## src/rtl/epp_pkg.sv

```systemverilog
package epp_pkg;

    localparam int DATA_W = 8;
    localparam int SEL_W  = 3;

    localparam logic [SEL_W-1:0] RS_PDATA   = 3'd0;
    localparam logic [SEL_W-1:0] RS_STATUS  = 3'd1;
    localparam logic [SEL_W-1:0] RS_CTRL    = 3'd2;
    localparam logic [SEL_W-1:0] RS_EPPADDR = 3'd3;
    localparam logic [SEL_W-1:0] RS_EPPDATA = 3'd4;

    localparam logic [DATA_W-1:0] CTRL_RST_VAL  = 8'h04;
    localparam logic [DATA_W-1:0] ABORT_RD_BYTE = 8'hFF;

    typedef enum logic [2:0] {
        SQ_IDLE,
        SQ_WAITLO,
        SQ_SETUP,
        SQ_STROBE,
        SQ_DONE
    } seq_state_e;

    typedef struct packed {
        logic is_write;
        logic is_addr;
    } cyc_kind_t;

    typedef struct packed {
        logic strobe;
        logic autofd;
        logic init;
        logic selin;
        logic dir_in;
    } ctrl_fields_t;

    typedef struct packed {
        logic write_n;
        logic dstb_n;
        logic astb_n;
        logic init_n;
        logic oe;
    } pin_bundle_t;

    function automatic logic sel_is_epp(input logic [SEL_W-1:0] s);
        return (s == RS_EPPADDR) || (s == RS_EPPDATA);
    endfunction

    function automatic ctrl_fields_t decode_ctrl(input logic [DATA_W-1:0] c);
        ctrl_fields_t f;
        f.strobe = c[0];
        f.autofd = c[1];
        f.init   = c[2];
        f.selin  = c[3];
        f.dir_in = c[5];
        return f;
    endfunction

    function automatic int unsigned tmo_cycles(input int unsigned clk_hz,
                                               input int unsigned limit_ns);
        return ((clk_hz / 1_000_000) * limit_ns) / 1000;
    endfunction

endpackage

```

## src/rtl/epp_watchdog.sv

```systemverilog
module epp_watchdog #(
    parameter int unsigned LIMIT = 500
) (
    input  logic clk,
    input  logic rst,
    input  logic clear,
    input  logic run,
    output logic hit
);
    localparam int CW = (LIMIT < 2) ? 1 : $clog2(LIMIT);
    localparam logic [CW-1:0] LAST = CW'(LIMIT - 1);

    logic [CW-1:0] cnt;

    assign hit = run && (cnt == LAST);

    always_ff @(posedge clk) begin
        if (rst || clear) begin
            cnt <= '0;
        end else if (run && !hit) begin
            cnt <= cnt + 1'b1;
        end
    end
endmodule

```

## src/rtl/epp_seq_fsm.sv

```systemverilog
module epp_seq_fsm
    import epp_pkg::*;
(
    input  logic             clk,
    input  logic             rst,
    input  logic [SEL_W-1:0] host_sel,
    input  logic             host_rd_n,
    input  logic             host_wr_n,
    input  logic             p_wait_n,
    input  logic             wd_hit,
    output seq_state_e       state,
    output cyc_kind_t        cyc,
    output logic             start,
    output logic             reg_wr_go,
    output logic             complete,
    output logic             abort,
    output logic             busy,
    output logic             host_rdy
);
    seq_state_e nxt;
    logic       req;
    logic       epp_req;

    assign req     = !host_rd_n || !host_wr_n;
    assign epp_req = req && sel_is_epp(host_sel);
    assign busy    = (state == SQ_WAITLO) || (state == SQ_SETUP) || (state == SQ_STROBE);
    assign host_rdy = !((state == SQ_IDLE && epp_req) || busy);

    always_comb begin
        nxt       = state;
        start     = 1'b0;
        reg_wr_go = 1'b0;
        complete  = 1'b0;
        abort     = 1'b0;
        unique case (state)
            SQ_IDLE: begin
                if (epp_req) begin
                    start = 1'b1;
                    nxt   = p_wait_n ? SQ_WAITLO : SQ_SETUP;
                end else if (req) begin
                    reg_wr_go = !host_wr_n;
                    nxt       = SQ_DONE;
                end
            end
            SQ_WAITLO: begin
                if (wd_hit) begin
                    abort = 1'b1;
                    nxt   = SQ_DONE;
                end else if (!p_wait_n) begin
                    nxt = SQ_SETUP;
                end
            end
            SQ_SETUP: begin
                if (wd_hit) begin
                    abort = 1'b1;
                    nxt   = SQ_DONE;
                end else begin
                    nxt = SQ_STROBE;
                end
            end
            SQ_STROBE: begin
                if (p_wait_n) begin
                    complete = 1'b1;
                    nxt      = SQ_DONE;
                end else if (wd_hit) begin
                    abort = 1'b1;
                    nxt   = SQ_DONE;
                end
            end
            SQ_DONE: begin
                if (!req) nxt = SQ_IDLE;
            end
            default: nxt = SQ_IDLE;
        endcase
    end

    always_ff @(posedge clk) begin
        if (rst) begin
            state <= SQ_IDLE;
            cyc   <= '0;
        end else begin
            state <= nxt;
            if (start) begin
                cyc.is_write <= !host_wr_n;
                cyc.is_addr  <= (host_sel == RS_EPPADDR);
            end
        end
    end
endmodule

```

## src/rtl/epp_host_regs.sv

```systemverilog
module epp_host_regs
    import epp_pkg::*;
(
    input  logic              clk,
    input  logic              rst,
    input  logic [SEL_W-1:0]  host_sel,
    input  logic [DATA_W-1:0] host_wdata,
    input  logic              host_wr_n,
    input  logic              reg_wr_go,
    input  logic              start,
    input  logic              complete,
    input  logic              abort,
    input  cyc_kind_t         cyc,
    input  logic [DATA_W-1:0] pd_in,
    output logic [DATA_W-1:0] ctrl,
    output logic [DATA_W-1:0] pd_latch,
    output logic              tmo_flag,
    output logic [DATA_W-1:0] host_rdata
);
    logic [DATA_W-1:0] rd_latch;
    ctrl_fields_t      cf;

    assign cf = decode_ctrl(ctrl);

    always_ff @(posedge clk) begin
        if (rst) begin
            ctrl     <= CTRL_RST_VAL;
            pd_latch <= '0;
            tmo_flag <= 1'b0;
            rd_latch <= '0;
        end else begin
            if (reg_wr_go) begin
                unique case (host_sel)
                    RS_PDATA:  pd_latch <= host_wdata;
                    RS_STATUS: if (host_wdata[0]) tmo_flag <= 1'b0;
                    RS_CTRL:   ctrl <= host_wdata;
                    default:   ;
                endcase
            end
            if (start && !host_wr_n && !cf.dir_in) begin
                pd_latch <= host_wdata;
            end
            if (complete && !cyc.is_write) begin
                rd_latch <= pd_in;
            end
            if (abort) begin
                tmo_flag <= 1'b1;
                if (!cyc.is_write) rd_latch <= ABORT_RD_BYTE;
            end
        end
    end

    always_comb begin
        unique case (host_sel)
            RS_PDATA:               host_rdata = pd_latch;
            RS_STATUS:              host_rdata = {{(DATA_W-1){1'b0}}, tmo_flag};
            RS_CTRL:                host_rdata = ctrl;
            RS_EPPADDR, RS_EPPDATA: host_rdata = rd_latch;
            default:                host_rdata = '0;
        endcase
    end
endmodule

```

## src/rtl/epp_pin_mux.sv

```systemverilog
module epp_pin_mux
    import epp_pkg::*;
(
    input  seq_state_e        state,
    input  cyc_kind_t         cyc,
    input  logic [DATA_W-1:0] ctrl,
    output pin_bundle_t       pins
);
    ctrl_fields_t cf;
    logic         owned;
    logic         eff_write;
    logic         strobing;

    assign cf        = decode_ctrl(ctrl);
    assign owned     = (state == SQ_SETUP) || (state == SQ_STROBE);
    assign eff_write = cyc.is_write && !cf.dir_in;
    assign strobing  = (state == SQ_STROBE);

    always_comb begin
        pins.init_n = cf.init;
        if (owned) begin
            pins.write_n = !(eff_write || cf.strobe);
            pins.oe      = eff_write || cf.strobe;
            pins.dstb_n  = !(strobing && !cyc.is_addr);
            pins.astb_n  = !(strobing && cyc.is_addr);
        end else begin
            pins.write_n = !cf.strobe;
            pins.oe      = !cf.dir_in;
            pins.dstb_n  = !cf.autofd;
            pins.astb_n  = !cf.selin;
        end
    end
endmodule

```

## src/rtl/epp_cycle_seq.sv

```systemverilog
module epp_cycle_seq
    import epp_pkg::*;
#(
    parameter int unsigned CLK_HZ   = 50_000_000,
    parameter int unsigned LIMIT_NS = 10_000
) (
    input  logic              clk,
    input  logic              rst,
    input  logic [SEL_W-1:0]  host_sel,
    input  logic              host_rd_n,
    input  logic              host_wr_n,
    input  logic [DATA_W-1:0] host_wdata,
    output logic [DATA_W-1:0] host_rdata,
    output logic              host_rdy,
    output logic [DATA_W-1:0] pd_out,
    output logic              pd_oe,
    input  logic [DATA_W-1:0] pd_in,
    output logic              p_write_n,
    output logic              p_dstb_n,
    output logic              p_astb_n,
    output logic              p_init_n,
    input  logic              p_wait_n
);
    localparam int unsigned TMO_CYCLES = tmo_cycles(CLK_HZ, LIMIT_NS);

    seq_state_e        state;
    cyc_kind_t         cyc;
    logic              start, reg_wr_go, complete, abort, busy, wd_hit;
    logic [DATA_W-1:0] ctrl;
    logic              tmo_flag;
    pin_bundle_t       pins;

    epp_seq_fsm u_fsm (
        .clk       (clk),
        .rst       (rst),
        .host_sel  (host_sel),
        .host_rd_n (host_rd_n),
        .host_wr_n (host_wr_n),
        .p_wait_n  (p_wait_n),
        .wd_hit    (wd_hit),
        .state     (state),
        .cyc       (cyc),
        .start     (start),
        .reg_wr_go (reg_wr_go),
        .complete  (complete),
        .abort     (abort),
        .busy      (busy),
        .host_rdy  (host_rdy)
    );

    epp_watchdog #(.LIMIT(TMO_CYCLES)) u_wd (
        .clk   (clk),
        .rst   (rst),
        .clear (start),
        .run   (busy),
        .hit   (wd_hit)
    );

    epp_host_regs u_regs (
        .clk        (clk),
        .rst        (rst),
        .host_sel   (host_sel),
        .host_wdata (host_wdata),
        .host_wr_n  (host_wr_n),
        .reg_wr_go  (reg_wr_go),
        .start      (start),
        .complete   (complete),
        .abort      (abort),
        .cyc        (cyc),
        .pd_in      (pd_in),
        .ctrl       (ctrl),
        .pd_latch   (pd_out),
        .tmo_flag   (tmo_flag),
        .host_rdata (host_rdata)
    );

    epp_pin_mux u_pins (
        .state (state),
        .cyc   (cyc),
        .ctrl  (ctrl),
        .pins  (pins)
    );

    assign p_write_n = pins.write_n;
    assign p_dstb_n  = pins.dstb_n;
    assign p_astb_n  = pins.astb_n;
    assign p_init_n  = pins.init_n;
    assign pd_oe     = pins.oe;
endmodule

```

## config.mk

```make
export PLATFORM = sky130hd
export DESIGN_NAME = epp_cycle_seq
export DESIGN_NICKNAME = d
export VERILOG_FILES = /design/src/rtl/epp_pkg.sv /design/src/rtl/epp_watchdog.sv /design/src/rtl/epp_seq_fsm.sv /design/src/rtl/epp_host_regs.sv /design/src/rtl/epp_pin_mux.sv /design/src/rtl/epp_cycle_seq.sv
export SDC_FILE = /design/constraint.sdc
export NUM_CORES = 1
export LEC_CHECK = 0
export BUFFER_PORTS_ARGS = -buffer_cell sky130_fd_sc_hd__buf_2
export CORE_ASPECT_RATIO = 0.75
export CORE_MARGIN = 2
export CORE_UTILIZATION = 41
export CTS_BUF_LIST = sky130_fd_sc_hd__clkbuf_4 sky130_fd_sc_hd__clkbuf_8 sky130_fd_sc_hd__clkbuf_16
export DETAILED_ROUTE_END_ITERATION = 8
export GPL_ROUTABILITY_DRIVEN = 0
export PLACE_DENSITY = 0.66
export SLEW_MARGIN = 20
export SYNTH_ARGS = -nofsm -noshare
export SYNTH_HDL_FRONTEND = slang
export SYNTH_SLANG_ARGS = --single-unit
```

## constraint.sdc

```tcl
create_clock -name clk -period 5.7 [get_ports clk]
set_input_delay 1.14 -clock clk [delete_from_list [all_inputs] [get_ports clk]]
set_output_delay 1.14 -clock clk [all_outputs]
set_load 0.02 [all_outputs]
```

# --- Word level (Yosys, flattened, before mapping) ---
# Cells that the tools add are included.
op_classes:
  n_eq_ne: 13
  n_addsub: 1
  mux: 33
  n_reduce_logical: 44
ops:
  columns: ["operator", "count"]
  rows:
  - ["8-bit 2-to-1 mux", 6]
  - ["8-bit one-hot mux with 4 select lines", 1]
  - ["3-bit 2-to-1 mux", 9]
  - ["3-bit one-hot mux with 5 select lines", 1]
  - ["1-bit 2-to-1 mux", 14]
  - ["1-bit zero test", 13]
  - ["3-bit by 2-bit equality test with 1-bit output, second input constant", 4]
  - ["1-bit logical AND", 10]
  - ["2-bit nonzero test", 5]
  - ["9-bit by 1-bit adder with 9-bit output, second input constant", 1]
  - ["9-bit equality test, second input constant", 1]
  - ["1-bit logical OR", 8]
  - ["3-bit by 1-bit equality test with 1-bit output, second input constant", 2]
  - ["3-bit equality test, second input constant", 2]
  - ["3-bit zero test", 2]
  - ["2-bit AND reduction", 2]
  - ["4-bit AND reduction", 1]
  - ["2-bit OR reduction", 2]
  - ["3-bit by 1-bit inequality test with 1-bit output, second input constant", 1]
  - ["3-bit by 2-bit inequality test with 1-bit output, second input constant", 1]
  - ["3-bit inequality test, second input constant", 1]
  - ["3-bit AND reduction", 1]
  - ["2-bit 2-to-1 mux", 1]
  - ["2-bit inequality test, second input constant", 1]
  - ["1-bit one-hot mux with 2 select lines", 1]
totals:
  output_inout_bits: 22
  wordCells: 99
  regBits: 39
  in_bits: 24

# --- Logic depth before layout (Yosys ltp) ---
# Gate-level depths: netlist of run 1.
depth:
  word_depth: 9
  depth_mapped: 7
  depth_no_buf: 5

# --- Modules after synthesis ---
# Synthesis of run 1 repeated with hierarchy kept, for this count alone.
unflattened:
  hier_cells: 254
  hier_area_um2: 2265.9
modules_own_cells:
  columns: ["module", "cells_each", "seq_area_each_um2", "area_per_inst_um2", "instances"]
  rows:
  - ["epp_host_regs", 144, 500.5, 1328.8, 1]
  - ["epp_watchdog", 53, 180.2, 454.2, 1]
  - ["epp_seq_fsm", 46, 100.1, 396.6, 1]
  - ["epp_pin_mux", 11, 0.0, 86.3, 1]

# --- Least setup slack after synthesis of run 1 ---
# OpenSTA, ideal clock, no wires.
synth_path:
  kind: "input -> output"
  from: "in host_sel[0]"
  to: "out host_rdata[0]"
  path_buffers: 1
  path_stages: 5
  required_ns: 4.560
  slack_ns: 2.457
  arrival_time_ns: 2.103
  cell_sequence: "and3b_1 > or2_2 > clkbuf_1 > nand2_1 > o21ai_0"
synth_via:
  elab_chain_len: 3
  word_cells_on_any_way: 7
  cone_classes: "eq/ne (4); mux (1); reduce/logical (2)"
synth_lines:
  columns: ["element", "line", "source"]
  rows:
  - ["from (decl)", "epp_cycle_seq.sv:9", "input logic [SEL_W-1:0] host_sel,"]
  - ["3-bit equality test or 3-bit by 2-bit equality test with 1-bit output (tied branches)", "epp_host_regs.sv:54", "unique case (host_sel)"]
  - ["2-bit OR reduction", "epp_host_regs.sv:54", null]
  - ["8-bit one-hot mux with 4 select lines (*)", "epp_host_regs.sv:54", null]
  - ["to (decl)", "epp_cycle_seq.sv:13", "output logic [DATA_W-1:0] host_rdata,"]
# Every way passes the cells marked *; elsewhere a longest branch is shown, timed or not.

# --- Worst setup path after layout of run 1 ---
layout_path:
  from: "in host_rd_n"
  to: "out host_rdy"
layout_via:
  elab_chain_len: 6
layout_lines:
  columns: ["element", "line", "source"]
  rows:
  - ["from (decl)", "epp_cycle_seq.sv:10", "input logic host_rd_n,"]
  - ["1-bit zero test", "epp_seq_fsm.sv:24", "assign req = !host_rd_n || !host_wr_n;"]
  - ["1-bit logical OR", "epp_seq_fsm.sv:24", null]
  - ["1-bit logical AND", "epp_seq_fsm.sv:25", "assign epp_req = req && sel_is_epp(host_sel);"]
  - ["1-bit logical AND", "epp_seq_fsm.sv:27", "assign host_rdy = !((state == SQ_IDLE && epp_req) || busy);"]
  - ["1-bit logical OR", "epp_seq_fsm.sv:27", null]
  - ["1-bit zero test", "epp_seq_fsm.sv:27", null]
  - ["to (decl)", "epp_cycle_seq.sv:14", "output logic host_rdy,"]
# Every way passes these cells.

==> results of run 1 <==
cells in the final DEF, fill, tap and decap left out, types with 4 or more instances in the layout:
| master | synthesis | final |
|---|---|---|
| buf_2 | 2 | 45 |
| dfxtp_1 | 39 | 39 |
| nor2_1 | 32 | 32 |
| nand2_1 | 30 | 30 |
| mux2i_1 | 23 | 23 |
| nor3_1 | 20 | 20 |
| o21ai_0 | 19 | 19 |
| nor2b_1 | 16 | 16 |
| nor3b_1 | 12 | 12 |
| a21oi_1 | 7 | 7 |
| a32oi_1 | 7 | 7 |
| clkbuf_8 | 0 | 7 |
| xnor2_1 | 5 | 5 |
| inv_1 | 4 | 4 |
| nand3_1 | 4 | 4 |
worst min-delay path by stage:
stage | start | end | slack (ns) | depth (start not counted)
floorplan | u_fsm.cyc[0] | u_fsm.cyc[0] | 0.45 | 2
global placement | u_fsm.cyc[0] | u_fsm.cyc[0] | 0.46 | 2
detailed placement | u_fsm.cyc[0] | u_fsm.cyc[0] | 0.47 | 2
CTS | u_fsm.cyc[0] | u_fsm.cyc[0] | 0.48 | 2
global route | u_regs.tmo_flag | u_regs.tmo_flag | 0.52 | 2
finish | u_fsm.cyc[0] | u_fsm.cyc[0] | 0.48 | 2
power breakdown:
group / switching, mW / internal (mW)
sequential: 0.0129 / 0.284
clock: 0.0971 / 0.115
combinational: 0.0722 / 0.0442
worst register-to-register path, delay by kind of cell, from the launching register on:
family,cells,cell delay [ns]
simple gates,3,1.35
flops,1,0.40
mux,1,0.25
cell usage after synthesis (all sizes together):
cell / number / area, um^2
dfxtp: 39 / 781
xor2: 3 / 26.3
a2bb2oi: 1 / 8.76
a32o: 1 / 10.0
inv: 4 / 15.0
ha: 1 / 12.5
a31o: 1 / 8.76
nor3: 21 / 110
nand2: 30 / 113
nand2b: 1 / 6.26
a211o: 1 / 8.76
a32oi: 7 / 61.3
a2111oi: 1 / 8.76
nand4b: 1 / 8.76
a311oi: 1 / 8.76
nor2: 32 / 120
nand3: 4 / 20.0
nand4: 2 / 12.5
xnor2: 5 / 43.8
mux2i: 23 / 230
o22ai: 1 / 6.26
a21oi: 7 / 35.0
o21a: 2 / 15.0
o21ai: 19 / 95.1
o21bai: 1 / 7.51
a211oi: 1 / 7.51
nor4b: 1 / 15.0
or4: 2 / 18.8
and3b: 1 / 8.76
clkinv: 1 / 3.75
clkbuf: 11 / 41.3
o41ai: 1 / 8.76
or3: 3 / 18.8
and3: 2 / 12.5
o21ba: 1 / 10.0
or2: 2 / 12.5
nor3b: 12 / 90.1
nor2b: 16 / 100
buf: 6 / 47.5
a31oi: 3 / 18.8
nor4: 3 / 18.8
a311o: 1 / 10.0
through the flow:
stage	instance area, um^2	hold WS (ns)	std cells
floorplan	2220	0.445	276
global placement	2450	0.461	379
detailed placement	2450	0.467	379
CTS	2550	0.480	387
global route	2550	0.516	387
finish	2550	0.484	387
final cells by class:
class | instances | share of cell area (%)
clock buffer | 8 | 4.07
inverter | 5 | 0.736
multi-input combinational | 215 | 52.1
sequential | 39 | 30.6
tap | 75 | 3.68
timing repair buffer | 45 | 8.83
metal layers:
layer | vias up | GRT usage [%]
li1 | 1050 | -
met2 | 76 | 27.8
met5 | - | 0
met4 | 0 | 5.49
met3 | 6 | 5.13
met1 | 1000 | 28.2
logic make-up (layout without fill, tap and decap cells):
group / Yosys count / after routing / share of synthesized area, %
multiplexers: 23 / 23 / 10.4
XOR/XNOR: 8 / 8 / 3.16
AND/OR/NAND/NOR: 133 / 133 / 30.9
flip-flops: 39 / 39 / 35.2
buffers and inverters: 22 / 58 / 4.86
adder cells (fa/ha/maj): 1 / 1 / 0.565
AO/OA/AOI/OAI: 50 / 50 / 14.9
==> load_flow_metrics.sql, run 1 <==
INSERT INTO impl_metrics (metric_group, metric, value, unit) VALUES
('logic_synthesis', 'post_synthesis_cell_area', '2220', 'um^2'),
('detailed_routing', 'drc', '0', ''),
('logic_synthesis', 'post_synth_num_cell_types', '46', ''),
('timing', 'final-max-slew-violation-count', '0', ''),
('clock_tree', 'postCtsSetupRepairBufs', '0', ''),
('grt', 'grt_usage', '19.3', '%'),
('worst_setup_path', 'worst-r2r-cell-count', '4', ''),
('timing', 'totalNegativeSetupSlack', '0', 'ns'),
('finish', 'areaGrowthSynthToFinish', '15.1', '%'),
('worst_setup_path', 'setup.worst_path.start', 'host_rd_n', ''),
('clock_tree', 'insertion_delay', '0.30', 'ns'),
('worst_setup_path', 'worst_path_most_repeated_cell', 'buf_2', ''),
('timing', 'fmaxAchievable', '281', 'MHz'),
('timing', 'tightestPinTransition', '0.998', 'ns'),
('detailed_routing', 'drt-vias-per-instance', '5.51', ''),
('worst_setup_path', 'cpLargestDelayFamily', 'compound AO/OA/AOI/OAI gates', ''),
('clock_tree', 'ctsHoldBuffers', '0', ''),
('detailed_routing', 'vias_after_detailed_routing', '2132', ''),
('floorplanning', 'dieHeight', '67.7', 'um'),
('clock_tree', 'cts.root.buffer_cell', 'clkbuf_8', ''),
('finish', 'final_util', '48.4', '%'),
('clock_tree', 'clock_sink_count', '39', ''),
('clock_tree', 'h-tree-depth', '2', ''),
('finish', 'layout.area.seq', '781', 'um^2'),
('worst_setup_path', 'timing.critical_path.to_type', 'output port', ''),
('logic_synthesis', 'postSynthRegisterBits', '39', ''),
('worst_setup_path', 'path_cells', 'buf_2 > a2111oi_0 > o21a_1 > nor2_1 > buf_2', ''),
('grt', 'grt_start_max_net_pins', '31', ''),
('floorplanning', 'initial_utilization', '42.1', '%'),
('clock_tree', 'clk_path_buf_depth', '2', ''),
('timing', 'final.period_utilization', '62.4', '%'),
('detailed_routing', 'drt_iter0_drc', '100', ''),
('timing', 'clock_skew', '0.00610', 'ns'),
('power_and_ir_drop', 'p_total', '626', 'uW'),
('worst_setup_path', 'endpoint_of_the_most_critical_setup_path', 'host_rdy', ''),
('timing', 'worst_slew_margin_rel', '32.9', '%'),
('worst_setup_path', 'number_of_cells_on_the_critical_path', '5', ''),
('clock_tree', 'clkSlewWorstSetupHoldPaths', '0.08', 'ns'),
('worst_setup_path', 'critical_path.reg2reg.startpoint', 'u_fsm.state[2]', ''),
('logic_synthesis', 'post_synthesis_net_count', '301', ''),
('worst_setup_path', 'critPathMaxStageDelay', '0.62', 'ns'),
('floorplanning', 'die_width', '88.9', 'um'),
('grt', 'grt.overflow.total', '0', ''),
('floorplanning', 'core', '5270', 'um^2'),
('worst_setup_path', 'cp_max_fo', '5', ''),
('detailed_routing', 'met2RoutedLength', '2280', 'um'),
('timing', 'grt_setup_unrepaired', 'false', ''),
('worst_setup_path', 'cp-start-kind', 'input pin', ''),
('finish', 'number_of_filler_instances_in_the_final_layout', '528', ''),
('worst_setup_path', 'r2r_setup_slack', '3.57', 'ns'),
('floorplanning', 'die_area', '6010', 'um^2'),
('worst_setup_path', 'capturing_point_of_the_worst_reg2reg_path', 'u_regs.ctrl[4]', ''),
('clock_tree', 'number_of_gates_given_a_new_drive_strength_after_cts', '0', ''),
('power_and_ir_drop', 'leakage_power_figure', '1.06', 'nW'),
('run_status', 'outcome', 'complete, no violations', ''),
('detailed_routing', 'top_layer', 'met4', ''),
('logic_synthesis', 'synth.yosys.warnings', '0', ''),
('hold_path', 'min-delay-path-class', 'register to register', ''),
('power_and_ir_drop', 'p_per_area', '245', 'nW/um^2'),
('detailed_routing', 'wl_met1', '2890', 'um'),
('placement', 'dpl.hpwl', '4000', 'um'),
('timing', 'final_hold_viol_count', '0', ''),
('timing', 'timing.final.ws_setup', '2.14', 'ns'),
('floorplanning', 'io-pin-count', '46', ''),
('finish', 'multiInputGateArea', '1330', 'um^2'),
('grt', 'antenna_violations_before_repair', '0', ''),
('detailed_routing', 'drt-wirelength-per-cell', '14.5', 'um'),
('detailed_routing', 'routed_length_on_met3', '395', 'um'),
('timing', 'final-setup-viol-count', '0', ''),
('clock_tree', 'cts_buffer_count', '5', ''),
('detailed_routing', 'drt.antenna.violating_nets', '0', '');
No activity file was read; power rests on OpenSTA's default activity.
==> run 2: changes to the inputs <==
Clock period 5.7 ns to 3.3 ns, I/O delays scaled along.
==> run 2 against run 1 <==
Against the previous run:
- core utilization down 0.14 points
- die area unchanged
- design area down 0.29%
- sequential share of layout area up 0.090 points
- register-to-register slack worse by 2.4 ns
- worst setup slack worse by 1.5 ns
- via count down 3.0%
- flip-flop and latch count unchanged
- total power up 67%
- critical path type unchanged
- critical endpoint unchanged
==> load_flow_metrics.sql, run 2 (synthesis results as in run 1) <==
INSERT INTO impl_metrics (metric_group, metric, value, unit) VALUES
('worst_setup_path', 'setup.worst_path.start', 'host_rd_n', ''),
('worst_setup_path', 'endpoint_of_the_most_critical_setup_path', 'host_rdy', ''),
('clock_tree', 'insertion_delay', '0.30', 'ns'),
('clock_tree', 'postCtsSetupRepairBufs', '0', ''),
('floorplanning', 'io-pin-count', '46', ''),
('floorplanning', 'die_width', '88.9', 'um'),
('detailed_routing', 'drt_iter0_drc', '121', ''),
('worst_setup_path', 'cp_max_fo', '5', ''),
('detailed_routing', 'drt-vias-per-instance', '5.33', ''),
('floorplanning', 'core', '5270', 'um^2'),
('clock_tree', 'clkSlewWorstSetupHoldPaths', '0.07', 'ns'),
('placement', 'dpl.cell_count', '380', ''),
('clock_tree', 'ctsHoldBuffers', '0', ''),
('timing', 'tightestPinTransition', '0.961', 'ns'),
('grt', 'first_pass_grt_wire_length', '9000', 'um'),
('timing', 'final_hold_viol_count', '0', ''),
('floorplanning', 'dieHeight', '67.7', 'um'),
('finish', 'final_util', '48.3', '%'),
('worst_setup_path', 'cp_data_required_time', '2.64', 'ns'),
('detailed_routing', 'drc', '0', ''),
('placement', 'io_buffer_count', '45', ''),
('clock_tree', 'cts_buffer_count', '5', ''),
('clock_tree', 'tritoncts', 'done', ''),
('finish', 'finalNetCount', '337', ''),
('worst_setup_path', 'number_of_cells_on_the_critical_path', '5', ''),
('timing', 'final-max-slew-violation-count', '0', ''),
('detailed_routing', 'vias_after_detailed_routing', '2069', ''),
('worst_setup_path', 'critPathMaxStageDelay', '0.65', 'ns'),
('floorplanning', 'num_rows', '23', ''),
('timing', 'totalNegativeSetupSlack', '0', 'ns'),
('placement', 'place_area', '2450', 'um^2'),
('clock_tree', 'clk_path_buf_depth', '2', ''),
('worst_setup_path', 'r2r_setup_slack', '1.18', 'ns'),
('placement', 'dpl.hpwl', '4000', 'um'),
('worst_setup_path', 'slowest_stage', 'a2111oi_0', ''),
('finish', 'layout_cells_sized_above_1', '19.5', '%'),
('worst_setup_path', 'timing.critical_path.to_type', 'output port', ''),
('detailed_routing', 'drt.antenna.violating_nets', '0', ''),
('run_status', 'outcome', 'complete, no violations', ''),
('worst_setup_path', 'cp_num_buf_inv', '2', ''),
('clock_tree', 'cts.root.buffer_cell', 'clkbuf_8', ''),
('power_and_ir_drop', 'p_total', '1.05', 'mW'),
('timing', 'grt_setup_unrepaired', 'false', ''),
('timing', 'fin_crit', '2.65', 'ns'),
('power_and_ir_drop', 'p_per_area', '412', 'nW/um^2'),
('flow_run', 'max_cap_violations', '0', ''),
('timing', 'fmaxAchievable', '378', 'MHz'),
('finish', 'fin_area', '2540', 'um^2'),
('floorplanning', 'die_area', '6010', 'um^2'),
('worst_setup_path', 'timing_worst_setup_path_type', 'input pin to output port', ''),
('detailed_routing', 'drt-wirelength-per-cell', '14.3', 'um'),
('worst_setup_path', 'capturing_point_of_the_worst_reg2reg_path', 'u_regs.ctrl[3]', ''),
('timing', 'final.period_utilization', '80.2', '%'),
('finish', 'layout.cells.most_common_list', '45 x buf_2, 39 x dfxtp_1, 32 x nor2_1', ''),
('clock_tree', 'number_of_gates_given_a_new_drive_strength_after_cts', '0', ''),
('finish', 'layout_commonest_cell', 'buf_2', ''),
('worst_setup_path', 'cp-start-kind', 'input pin', ''),
('worst_setup_path', 'worst_path_most_repeated_cell', 'buf_2', ''),
('detailed_routing', 'detailedRoute.firstPassIterationCount', '4', ''),
('finish', 'final_cells', '388', ''),
('worst_setup_path', 'path_cells', 'buf_2 > a2111oi_0 > o21a_1 > nor2_1 > buf_2', ''),
('timing', 'clock_skew', '0.00996', 'ns'),
('detailed_routing', 'routed_wl', '5560', 'um'),
('timing', 'worst_slew_margin_rel', '35.5', '%'),
('worst_setup_path', 'critical_path.reg2reg.startpoint', 'u_fsm.state[2]', ''),
('clock_tree', 'h-tree-depth', '2', ''),
('hold_path', 'min-delay-path-class', 'register to register', ''),
('grt', 'number_of_global_route_vias_before_repair', '1888', ''),
('grt', 'grt_start_max_net_pins', '31', ''),
('grt', 'antenna_violations_before_repair', '0', ''),
('worst_setup_path', 'worst-r2r-cell-count', '4', ''),
('finish', 'antenna-diode-count', '0', ''),
('grt', 'grt.overflow.total', '0', ''),
('power_and_ir_drop', 'ir_worst_vdd', '0.184', 'mV'),
('floorplanning', 'initial_utilization', '42.1', '%'),
('clock_tree', 'clock_sink_count', '39', ''),
('grt', 'grt_usage', '19.7', '%'),
('power_and_ir_drop', 'leakage_power_figure', '1.06', 'nW'),
('finish', 'areaGrowthSynthToFinish', '14.7', '%'),
('worst_setup_path', 'data_arrival_time_of_the_worst_path', '1.99', 'ns'),
('worst_setup_path', 'cpLargestDelayFamily', 'compound AO/OA/AOI/OAI gates', ''),
('timing', 'final-setup-viol-count', '0', '');
## run 2: cell types whose count changed in the layout (fill, tap and decap cells not counted)
| cell | delta |
|---|---|
| clkbuf_8 | -2 |
| clkbuf_4 | +1 |
| clkinv_2 | +1 |
| buf_4 | +1 |
## run 2: worst min path at each step
stage                         endpoint          from  cells after the start  slack [ns]
after floorplan           u_fsm.cyc[0]  u_fsm.cyc[0]                      2        0.45
final                     u_fsm.cyc[0]  u_fsm.cyc[0]                      2        0.47
after detailed placement  u_fsm.cyc[0]  u_fsm.cyc[0]                      2        0.47
after CTS                 u_fsm.cyc[0]  u_fsm.cyc[0]                      2        0.47
after global routing      u_fsm.cyc[0]  u_fsm.cyc[0]                      2        0.50
after global placement    u_fsm.cyc[0]  u_fsm.cyc[0]                      2        0.46
## run 2: final cells by class
type / count / area (um^2)
timing repair buffer: 46 / 233
fill: 544 / 2720
multi-input combinational: 215 / 1330
inverter: 5 / 18.8
clock buffer: 7 / 83.8
sequential: 39 / 781
tap: 75 / 93.8
clock inverter: 1 / 5.00
## run 2: power breakdown
group	total [mW]	internal (mW)	switching, mW	leakage (nW)
registers	0.514	0.491	0.0227	0.316
logic	0.201	0.0771	0.124	0.693
clock network	0.331	0.165	0.167	0.0491
## run 2: worst reg2reg max path: stages (launching register included)
cell,delay [ns]
dfxtp_1,0.40
or4_4,0.71
or3_1,0.61
mux2i_1,0.24
nor2_1,0.05
## run 2: per-layer routing
layer	global-route usage, %	up-vias	routed length, um
met1	28.4	935	2860
met4	7.01	0	84
met3	4.03	7	341
li1	-	1062	-
met5	0	-	0
met2	28.9	65	2280
## run 2: through the flow
| stage | setup WS (ns) | hold WS, ns |
|---|---|---|
| 3_3_place_gp | 0.707 | 0.462 |
| 6_report | 0.653 | 0.474 |
| 5_1_grt | 0.482 | 0.502 |
| 3_5_place_dp | 0.695 | 0.465 |
| 4_1_cts | 0.680 | 0.475 |
| 2_1_floorplan | 1.02 | 0.445 |
==> run 3: changes to the inputs <==
Clock period 3.3 ns to 2.7 ns, I/O delays scaled along.
==> run 3 against run 2 <==
Against the previous run:
- via count increased by 0.92%
- count of clock-buffer cells in the layout unchanged
- register-to-register slack got worse by 0.62 ns
- flip-flop and latch count stayed put
- largest power group unchanged
- combinational power up 28%
- highest routed layer unchanged
- final cell count increased by 1.0%
- critical path depth is the same
- non-clock buffer count is 4 higher
- design area is 1.2% higher
- worst setup slack got worse by 0.28 ns
- worst hold slack improved by 0.017 ns
- global-route usage about the same
==> load_flow_metrics.sql, run 3 (synthesis results as in run 1) <==
INSERT INTO impl_metrics (metric_group, metric, value, unit) VALUES
('run_status', 'outcome', 'complete, no violations', ''),
('power_and_ir_drop', 'ir_worst_vdd', '0.237', 'mV'),
('worst_setup_path', 'timing.critical_path.to_type', 'output port', ''),
('grt', 'grt_start_max_net_pins', '31', ''),
('floorplanning', 'initial_utilization', '42.1', '%'),
('worst_setup_path', 'cp_data_required_time', '2.16', 'ns'),
('detailed_routing', 'drt-vias-per-instance', '5.33', ''),
('detailed_routing', 'drt_iter0_drc', '108', ''),
('clock_tree', 'insertion_delay', '0.30', 'ns'),
('placement', 'pre_cts_slack', '0.402', 'ns'),
('worst_setup_path', 'critical_path.reg2reg.startpoint', 'u_fsm.state[2]', ''),
('finish', 'layout.cells.most_common_list', '45 x buf_2, 39 x dfxtp_1, 32 x nor2_1', ''),
('worst_setup_path', 'setup.worst_path.start', 'u_fsm.state[2]', ''),
('timing', 'tightestPinTransition', '0.764', 'ns'),
('timing', 'clock_skew', '0.00753', 'ns'),
('finish', 'layout_cells_sized_above_1', '20.5', '%'),
('floorplanning', 'die_area', '6010', 'um^2'),
('worst_setup_path', 'cpLargestDelayFamily', 'compound AO/OA/AOI/OAI gates', ''),
('worst_setup_path', 'endpoint_of_the_most_critical_setup_path', 'host_rdy', ''),
('worst_setup_path', 'path_cells', 'a2111oi_0 > buf_4 > o21a_1 > nor2_1 > buf_2', ''),
('finish', 'areaGrowthSynthToFinish', '16.1', '%'),
('worst_setup_path', 'data_arrival_time_of_the_worst_path', '1.79', 'ns'),
('clock_tree', 'clk_path_buf_depth', '2', ''),
('finish', 'antenna-diode-count', '0', ''),
('finish', 'multiInputGateArea', '1330', 'um^2'),
('worst_setup_path', 'critPathMaxStageDelay', '0.42', 'ns'),
('clock_tree', 'ctsHoldBuffers', '0', ''),
('detailed_routing', 'vias_after_detailed_routing', '2088', ''),
('floorplanning', 'io-pin-count', '46', ''),
('timing', 'totalNegativeSetupSlack', '0', 'ns'),
('worst_setup_path', 'capturing_point_of_the_worst_reg2reg_path', 'u_regs.ctrl[6]', ''),
('clock_tree', 'cts_buffer_count', '5', ''),
('timing', 'grt_setup_unrepaired', 'false', ''),
('placement', 'dpl.hpwl', '4060', 'um'),
('timing', 'worst_slew_margin_rel', '48.9', '%'),
('detailed_routing', 'drt.antenna.violating_nets', '0', ''),
('clock_tree', 'h-tree-depth', '2', ''),
('detailed_routing', 'detailedRoute.firstPassIterationCount', '4', ''),
('timing', 'final_hold_viol_count', '0', ''),
('timing', 'final-max-slew-violation-count', '0', ''),
('worst_setup_path', 'worst-r2r-cell-count', '4', ''),
('worst_setup_path', 'number_of_cells_on_the_critical_path', '5', ''),
('floorplanning', 'num_rows', '23', ''),
('floorplanning', 'dieHeight', '67.7', 'um'),
('clock_tree', 'clkSlewWorstSetupHoldPaths', '0.08', 'ns'),
('finish', 'layout.area.seq', '781', 'um^2'),
('hold_path', 'min-delay-path-class', 'register to register', ''),
('timing', 'fin_crit', '2.33', 'ns'),
('floorplanning', 'core', '5270', 'um^2'),
('worst_setup_path', 'cp_max_fo', '10', ''),
('clock_tree', 'tritoncts', 'done', ''),
('clock_tree', 'cts.root.buffer_cell', 'clkbuf_8', ''),
('grt', 'antenna_violations_before_repair', '0', ''),
('flow_run', 'max_cap_violations', '0', ''),
('worst_setup_path', 'r2r_setup_slack', '0.56', 'ns'),
('worst_setup_path', 'cp-start-kind', 'register', ''),
('timing', 'fmaxAchievable', '429', 'MHz'),
('grt', 'number_of_global_route_vias_before_repair', '1918', ''),
('timing', 'final.period_utilization', '86.3', '%'),
('power_and_ir_drop', 'p_per_area', '502', 'nW/um^2'),
('power_and_ir_drop', 'leakage_power_figure', '1.08', 'nW'),
('placement', 'io_buffer_count', '45', ''),
('grt', 'grt_usage', '19.7', '%'),
('power_and_ir_drop', 'p_total', '1.29', 'mW'),
('detailed_routing', 'drt-wirelength-per-cell', '14.0', 'um'),
('detailed_routing', 'routed_wl', '5490', 'um'),
('clock_tree', 'postCtsSetupRepairBufs', '0', ''),
('grt', 'first_pass_grt_wire_length', '9090', 'um'),
('finish', 'number_of_filler_instances_in_the_final_layout', '539', ''),
('worst_setup_path', 'cp_num_buf_inv', '2', ''),
('grt', 'grt.overflow.total', '0', ''),
('clock_tree', 'clock_sink_count', '39', ''),
('finish', 'layout_commonest_cell', 'buf_2', ''),
('finish', 'finalNetCount', '341', ''),
('worst_setup_path', 'slowest_stage', 'a2111oi_0', ''),
('worst_setup_path', 'timing_worst_setup_path_type', 'register to output port', ''),
('timing', 'final-setup-viol-count', '0', ''),
('timing', 'timing.final.ws_setup', '0.371', 'ns'),
('floorplanning', 'die_width', '88.9', 'um'),
('clock_tree', 'number_of_gates_given_a_new_drive_strength_after_cts', '0', ''),
('detailed_routing', 'drc', '0', '');
[run 3: worst reg2reg max path, delay by kind of cell (launching register included)]
kind	cells	cell delay [ns]
AND/OR/NAND/NOR	3	1.38
flip-flops	1	0.40
multiplexers	1	0.24
[run 3: report_power, final]
part	internal, mW	switching [mW]
registers	0.601	0.0274
logic	0.104	0.154
clock network	0.201	0.204
[run 3: how the worst min path moves through the flow]
stage                             from      endpoint  slack, ns  depth (start not counted)
after floorplan           u_fsm.cyc[0]  u_fsm.cyc[0]       0.45                          2
after global placement    u_fsm.cyc[0]  u_fsm.cyc[0]       0.47                          2
after detailed placement  u_fsm.cyc[0]  u_fsm.cyc[0]       0.47                          2
after CTS                 u_fsm.cyc[0]  u_fsm.cyc[0]       0.48                          2
after global routing      u_fsm.cyc[0]  u_fsm.cyc[0]       0.51                          2
final                     u_fsm.cyc[0]  u_fsm.cyc[0]       0.49                          2
[run 3: routing by layer]
metal | global-route usage (%) | vias to the layer above | share of wire (%)
met4 | 6.82 | 0 | 0.93
met5 | 0 | - | 0
met3 | 3.55 | 5 | 5.3
met2 | 29.2 | 53 | 41
li1 | - | 1067 | -
met1 | 28.5 | 963 | 53
[run 3: final cells by class]
cell class | instances | area share [%]
tap | 75 | 3.65
inverter | 5 | 0.730
clock buffer | 7 | 3.26
multi-input combinational | 215 | 51.6
timing repair buffer | 50 | 10.2
clock inverter | 1 | 0.195
sequential | 39 | 30.4
[run 3: per-stage QoR]
step / std cells / hold slack [ns] / utilization (%) / area, um^2
detailed placement: 384 / 0.465 / 47.2 / 2480
CTS: 392 / 0.485 / 48.8 / 2570
global placement: 384 / 0.467 / 47.2 / 2480
global route: 392 / 0.510 / 48.8 / 2570
finish: 392 / 0.491 / 48.8 / 2570
floorplan: 276 / 0.445 / - / 2220
